--- config.mk ---
export PLATFORM = sky130hd
export DESIGN_NAME = ram_burst_seq
export DESIGN_NICKNAME = d
export VERILOG_FILES = /design/src/rtl/rbs_pkg.sv /design/src/rtl/rbs_prof_regs.sv /design/src/rtl/rbs_step_timer.sv /design/src/rtl/rbs_end_pulse.sv /design/src/rtl/rbs_seq_core.sv /design/src/rtl/ram_burst_seq.sv
export SDC_FILE = /design/constraint.sdc
export NUM_CORES = 1
export LEC_CHECK = 0
export BUFFER_PORTS_ARGS = -buffer_cell sky130_fd_sc_hd__buf_2
export CAP_MARGIN = 20
export CORE_MARGIN = 2
export CORE_UTILIZATION = 30
export CTS_CLUSTER_SIZE = 8
export DETAILED_ROUTE_END_ITERATION = 8
export PLACE_DENSITY = 0.5
export SYNTH_ARGS = -nofsm -noshare
export SYNTH_HDL_FRONTEND = slang
export SYNTH_SLANG_ARGS = --single-unit
--- constraint.sdc ---
create_clock -name clk -period 6.5 [get_ports clk]
set_input_delay 1.3 -clock clk [delete_from_list [all_inputs] [get_ports clk]]
set_output_delay 1.3 -clock clk [all_outputs]
set_load 0.03 [all_outputs]
--- src/rtl/rbs_pkg.sv ---
package rbs_pkg;

    localparam int ADDR_W    = 10;
    localparam int RATE_W    = 16;
    localparam int CFG_W     = 16;
    localparam int CODE_W    = 4;
    localparam int NUM_PROF  = 3;
    localparam int PIDX_W    = 3;
    localparam int PULSE_LEN = 2;
    localparam int SEL_W     = (NUM_PROF > 1) ? $clog2(NUM_PROF) : 1;

    localparam logic [CODE_W-1:0] BURST_CODE = 4'b0010;

    typedef logic [ADDR_W-1:0] addr_t;
    typedef logic [RATE_W-1:0] rate_t;

    typedef enum logic [1:0] {
        FLD_FIRST = 2'd0,
        FLD_LAST  = 2'd1,
        FLD_RATE  = 2'd2,
        FLD_NONE  = 2'd3
    } cfg_fld_e;

    typedef struct packed {
        addr_t first;
        addr_t last;
        rate_t rate;
    } prof_cfg_t;

    typedef struct packed {
        logic              busy;
        logic              seen;
        logic [PIDX_W-1:0] idx;
        addr_t             addr;
    } seq_state_t;

    // final address actually played by a profile (inverted range -> one sample)
    function automatic addr_t stop_addr(prof_cfg_t c);
        return (c.last < c.first) ? c.first : c.last;
    endfunction

    // interval length in cycles, zero promoted to one
    function automatic rate_t step_len(rate_t r);
        return (r == '0) ? rate_t'(1) : r;
    endfunction

endpackage

--- src/rtl/rbs_prof_regs.sv ---
module rbs_prof_regs
    import rbs_pkg::*;
#(
    parameter int N = NUM_PROF,
    parameter int SW = (N > 1) ? $clog2(N) : 1
) (
    input  logic             clk,
    input  logic             rst,
    input  logic             we,
    input  logic [SW-1:0]    sel,
    input  logic [1:0]       field,
    input  logic [CFG_W-1:0] data,
    output prof_cfg_t        cfg [N]
);

    cfg_fld_e fld;
    assign fld = cfg_fld_e'(field);

    for (genvar g = 0; g < N; g++) begin : g_prof
        always_ff @(posedge clk) begin
            if (rst) begin
                cfg[g] <= '0;
            end else if (we && sel == SW'(g)) begin
                case (fld)
                    FLD_FIRST: cfg[g].first <= data[ADDR_W-1:0];
                    FLD_LAST:  cfg[g].last  <= data[ADDR_W-1:0];
                    FLD_RATE:  cfg[g].rate  <= data[RATE_W-1:0];
                    default:   ;
                endcase
            end
        end
    end

endmodule

--- src/rtl/rbs_step_timer.sv ---
module rbs_step_timer
    import rbs_pkg::*;
(
    input  logic  clk,
    input  logic  rst,
    input  logic  run,
    input  logic  load,
    input  rate_t load_val,
    output logic  expire
);

    rate_t cnt;

    always_ff @(posedge clk) begin
        if (rst) begin
            cnt <= '0;
        end else if (load) begin
            cnt <= step_len(load_val);
        end else if (run && cnt > rate_t'(1)) begin
            cnt <= cnt - rate_t'(1);
        end
    end

    assign expire = run && (cnt <= rate_t'(1));

endmodule

--- src/rtl/rbs_end_pulse.sv ---
module rbs_end_pulse #(
    parameter int LEN = 2,
    parameter int CW  = $clog2(LEN + 1)
) (
    input  logic clk,
    input  logic rst,
    input  logic clear,
    input  logic trig,
    output logic pulse
);

    logic [CW-1:0] cnt;

    always_ff @(posedge clk) begin
        if (rst || clear) begin
            cnt <= '0;
        end else if (trig) begin
            cnt <= CW'(LEN);
        end else if (cnt != '0) begin
            cnt <= cnt - 1'b1;
        end
    end

    assign pulse = (cnt != '0);

endmodule

--- src/rtl/rbs_seq_core.sv ---
module rbs_seq_core
    import rbs_pkg::*;
#(
    parameter int N  = NUM_PROF,
    parameter int SW = (N > 1) ? $clog2(N) : 1
) (
    input  logic              clk,
    input  logic              rst,
    input  logic              upd,
    input  logic [CODE_W-1:0] code,
    input  prof_cfg_t         cfg [N],
    input  logic              expire,
    output addr_t             addr,
    output logic [PIDX_W-1:0] idx,
    output logic              busy,
    output logic              timer_load,
    output rate_t             timer_val,
    output logic              end_trig
);

    seq_state_t st, st_n;
    logic [SW-1:0] sel, nsel;
    prof_cfg_t     cur, nxt;
    logic          at_end, last;

    assign sel    = st.idx[SW-1:0];
    assign last   = (st.idx == PIDX_W'(N - 1));
    assign nsel   = last ? '0 : sel + 1'b1;
    assign cur    = cfg[sel];
    assign nxt    = cfg[nsel];
    assign at_end = (st.addr == stop_addr(cur));

    always_comb begin
        st_n       = st;
        timer_load = 1'b0;
        timer_val  = cur.rate;
        end_trig   = 1'b0;
        if (upd) begin
            st_n.seen = 1'b0;
            if (code == BURST_CODE) begin
                st_n.busy  = 1'b1;
                st_n.idx   = '0;
                st_n.addr  = cfg[0].first;
                timer_load = 1'b1;
                timer_val  = cfg[0].rate;
            end else begin
                st_n.busy = 1'b0;
            end
        end else if (st.busy) begin
            if (at_end && !st.seen) begin
                end_trig  = 1'b1;
                st_n.seen = 1'b1;
            end
            if (expire) begin
                if (!at_end) begin
                    st_n.addr  = st.addr + 1'b1;
                    timer_load = 1'b1;
                    timer_val  = cur.rate;
                end else if (last) begin
                    st_n.busy = 1'b0;
                end else begin
                    st_n.idx   = st.idx + 1'b1;
                    st_n.addr  = nxt.first;
                    st_n.seen  = 1'b0;
                    timer_load = 1'b1;
                    timer_val  = nxt.rate;
                end
            end
        end
    end

    always_ff @(posedge clk) begin
        if (rst) st <= '0;
        else     st <= st_n;
    end

    assign addr = st.addr;
    assign idx  = st.idx;
    assign busy = st.busy;

endmodule

--- src/rtl/ram_burst_seq.sv ---
module ram_burst_seq
    import rbs_pkg::*;
#(
    parameter int NPROF = NUM_PROF,
    parameter int PLEN  = PULSE_LEN
) (
    input  logic                clk,
    input  logic                rst,
    input  logic                cfg_we,
    input  logic [SEL_W-1:0]    cfg_prof,
    input  logic [1:0]          cfg_field,
    input  logic [CFG_W-1:0]    cfg_data,
    input  logic                upd_strobe,
    input  logic [CODE_W-1:0]   ctrl_code,
    output logic [ADDR_W-1:0]   ram_addr,
    output logic [PIDX_W-1:0]   prof_idx,
    output logic                busy,
    output logic                sweep_end
);

    localparam int PSW = (NPROF > 1) ? $clog2(NPROF) : 1;

    prof_cfg_t cfg [NPROF];
    logic      expire, t_load, e_trig;
    rate_t     t_val;

    rbs_prof_regs #(.N(NPROF), .SW(PSW)) u_regs (
        .clk   (clk),
        .rst   (rst),
        .we    (cfg_we),
        .sel   (cfg_prof[PSW-1:0]),
        .field (cfg_field),
        .data  (cfg_data),
        .cfg   (cfg)
    );

    rbs_step_timer u_timer (
        .clk      (clk),
        .rst      (rst),
        .run      (busy),
        .load     (t_load),
        .load_val (t_val),
        .expire   (expire)
    );

    rbs_seq_core #(.N(NPROF), .SW(PSW)) u_core (
        .clk        (clk),
        .rst        (rst),
        .upd        (upd_strobe),
        .code       (ctrl_code),
        .cfg        (cfg),
        .expire     (expire),
        .addr       (ram_addr),
        .idx        (prof_idx),
        .busy       (busy),
        .timer_load (t_load),
        .timer_val  (t_val),
        .end_trig   (e_trig)
    );

    rbs_end_pulse #(.LEN(PLEN)) u_pulse (
        .clk   (clk),
        .rst   (rst),
        .clear (upd_strobe),
        .trig  (e_trig),
        .pulse (sweep_end)
    );

endmodule

==> metrics <==
CTS tree done; DR vias/cell ~5.3; critical path startpoint u_core.idx[0]; Core Util, Final between 30% and 40%; CP Launch Type flip-flop; EDFF count, synth 0; CTS sink cnt about 140; critical path class reg -> reg; delay-heaviest family, CP simple AND/OR/NAND/NOR gates; core region area about 28000 um^2; launching point of the worst reg2reg path u_core.idx[0]; top post-synthesis cells by count nor2_1, dfxtp_1, nand2_1; # hold bufs at CTS 0; share of layout cells above drive strength 1 10.7%; Ports 43; Synth top area share 32.8%; post-route setup TNS 0 ps; Leak Pwr about 3.4 nW; CP max FO between 40 and 50; Max Clock Skew 10.5 ps; Die Y 173 um; cell taking the most area after synthesis dfxtp_1; post-DR wirelength/cell 17.7 um; Fillers approximately 3000; dpl hpwl 17.7 mm; yosys warns 0; RSZ-0062 raised after global routing no; grt ovf 0; depth of the CTS H-tree 4; Power Density 219 nW/um^2; Worst-path clk slew 70 ps; nets 1121; final wirelength 26.2 mm; Clock Path Buffers 2; Slew HR between 30 and 40%; worst endpoint data arrival time slightly below 6000 ps; max-slew violations 0; worst path cell trace and2b_4 > o2bb2ai_1 > inv_2 > ha_1 > a21oi_1 > o21ai_0 > a211o_1 > nor4_1 > nor3_1 > or4_4 > nor4_4 > buf_4 > mux2_2 > o21ai_0 > nand4_1 > nor4_1 > o31a_1; register area share after synthesis 32.8%; top area cells in the synthesized netlist dfxtp_1, mux2i_1, nor2_1; ys flop type dfxtp_1; status complete, no violations; remaining antenna violation count 0; Max Freq approximately 0.18 GHz; antenna cell count 0; antenna violations before repair 0; crit end category flip-flop; Clk Latency, worst-skew pair 430 ps; mapped cell area 8610 um^2; Peak VDD IR about 0.13 mV; initial drt markers a little under 700; Post-synth ARST share 0%; DIE WIDTH 173 um; fin crit period roughly 5400 ps; Final Hold Viols 0; post-cts resize count 0; routability congestion estimate between 0.8 and 0.9; vias in the first global route 7214; Hold Slack about 480 ps; worst slew pin tran approximately 1000 ps; vias just under 8000; Post-CTS Repair Setup Buffers 0; Synthesized Nets roughly 1100; Cells after Synth about 1100; CP Buf/Inv Count 2; Post-Syn Area per Cell about 7.8 um^2; final setup fails 0; Worst R2R Setup Slack around 1100 ps; root buf cell clkbuf_16; die area approximately 30000 um^2; CP max stage delay just over 600 ps; post-synthesis cell type count 62; CP required 6880 ps; max cap viols 0; #FFs+latches synth between 100 and 150; DRC 0; Layout area overhead 10.8%; GRT Util Overall around 18%; Initial Utilization between 30% and 40%; slowest CP cell dfxtp_4; number of I/O port buffers 42; largest net degree at the start of global routing 75; cell with the most instances after synthesis nor2_1; Final period util a little over four fifths; Hold Crit Start u_pulse.cnt[1]; # rows 62; detailed-router iteration count before antenna repair 7; first-pass GRT wire length around 42 mm; total clock buffers created by CTS 17; Worst Hold Class reg -> reg
-- where the power goes --
part | total, mW | leakage (nW) | switching [mW] | internal [mW]
clock network | 0.959 | 0.274 | 0.405 | 0.553
registers | 0.892 | 1.14 | 0.0155 | 0.877
logic | 0.238 | 2.00 | 0.151 | 0.0862
-- flip-flops by register name (all words and copies together), names as in the netlist, named ones only --
signal,cells
u_pulse.cnt,2
u_regs.cfg,108
u_timer.cnt,16
u_core.busy,1
u_core.addr,10
u_core.idx,3
-- per-stage QoR --
step | std cells | worst slack [ps] | area [um^2] | total power [mW]
after floorplan | 1107 | 1910 | 8610 | 1.09
after global placement | 1445 | 1200 | 8970 | 1.15
after detailed placement | 1446 | 1070 | 8970 | 1.15
after CTS | 1478 | 1060 | 9540 | 2.11
after global routing | 1478 | 530 | 9540 | 2.17
final | 1478 | 1070 | 9540 | 2.09
-- cell families after synthesis --
group | count (synthesis) | synth area share [%]
adders and majority gates | 12 | 1.74
xor gates and xnor gates | 21 | 2.14
AOI/OAI and AO/OA | 271 | 20.6
buffers and inverters | 119 | 6.26
DFF | 141 | 32.8
muxes | 126 | 14.8
and+or+nand+nor | 417 | 21.7
-- per-layer routing --
| layer | GRT usage (%) | vias to the layer above | wire length (um) |
|---|---|---|---|
| li1 | - | 3886 | - |
| met1 | 26.4 | 3702 | 13800 |
| met2 | 25.9 | 178 | 11000 |
| met3 | 2.59 | 21 | 1040 |
| met4 | 4.70 | 0 | 331 |
| met5 | 0 | - | 0 |
-- path summary, 6_finish.rpt --
| check | to | depth (start not counted) |
|---|---|---|
| max reg2reg | u_timer.cnt[0] | 17 |
| max | u_timer.cnt[0] | 17 |
| min reg2reg | u_pulse.cnt[0] | 2 |
| min | u_pulse.cnt[0] | 2 |
-- worst reg2reg max path: stages (launching register included) --
cell       delay [ps]
dfxtp_4           610
and2b_4           650
o2bb2ai_1         220
inv_2              70
ha_1              300
a21oi_1           150
o21ai_0           140
a211o_1           510
nor4_1            270
nor3_1             90
or4_4             560
nor4_4            280
buf_4             350
mux2_2            380
o21ai_0           270
nand4_1           140
nor4_1            270
o31a_1            150
-- placed cells by master, fill, tap and decap left out, types with 4 or more instances in the layout --
cell type / synthesis / final
or2_2: 4 / 4
ha_1: 12 / 12
nor3_1: 21 / 21
a22oi_1: 8 / 8
o221ai_1: 15 / 15
and2_1: 7 / 7
or2_1: 4 / 4
nand2_1: 125 / 125
a221oi_1: 20 / 20
o211ai_1: 10 / 10
or4_1: 5 / 5
a31oi_1: 4 / 4
xor2_1: 7 / 7
mux2i_1: 117 / 117
o21ai_0: 24 / 24
nor2_1: 171 / 170
a21boi_0: 5 / 5
o2111ai_1: 5 / 5
buf_4: 14 / 20
o22ai_1: 8 / 8
buf_2: 8 / 41
or3_1: 4 / 4
mux2_2: 9 / 9
o21bai_1: 8 / 8
nand3_1: 17 / 17
inv_1: 12 / 12
a211oi_1: 23 / 23
nor2b_1: 17 / 17
nand4_1: 12 / 12
dfxtp_1: 141 / 139
nand2b_1: 6 / 6
nor4_1: 10 / 10
clkbuf_16: 0 / 18
xnor2_1: 14 / 14
a21oi_1: 116 / 116
o2bb2ai_1: 11 / 11
-- area by class of cell --
| cell class | instances | area [um^2] | share of cell area, % |
|---|---|---|---|
| Timing Repair Buffer | 61 | 355 | 3.72 |
| Clock buffer | 21 | 462 | 4.84 |
| Inverter | 13 | 48.8 | 0.511 |
| Tap cell | 384 | 480 | 5.03 |
| Clock inverter | 11 | 108 | 1.13 |
| Sequential cell | 141 | 2830 | 29.7 |
| Multi-Input combinational cell | 847 | 5260 | 55.1 |
No activity file was read; power rests on OpenSTA's default activity.
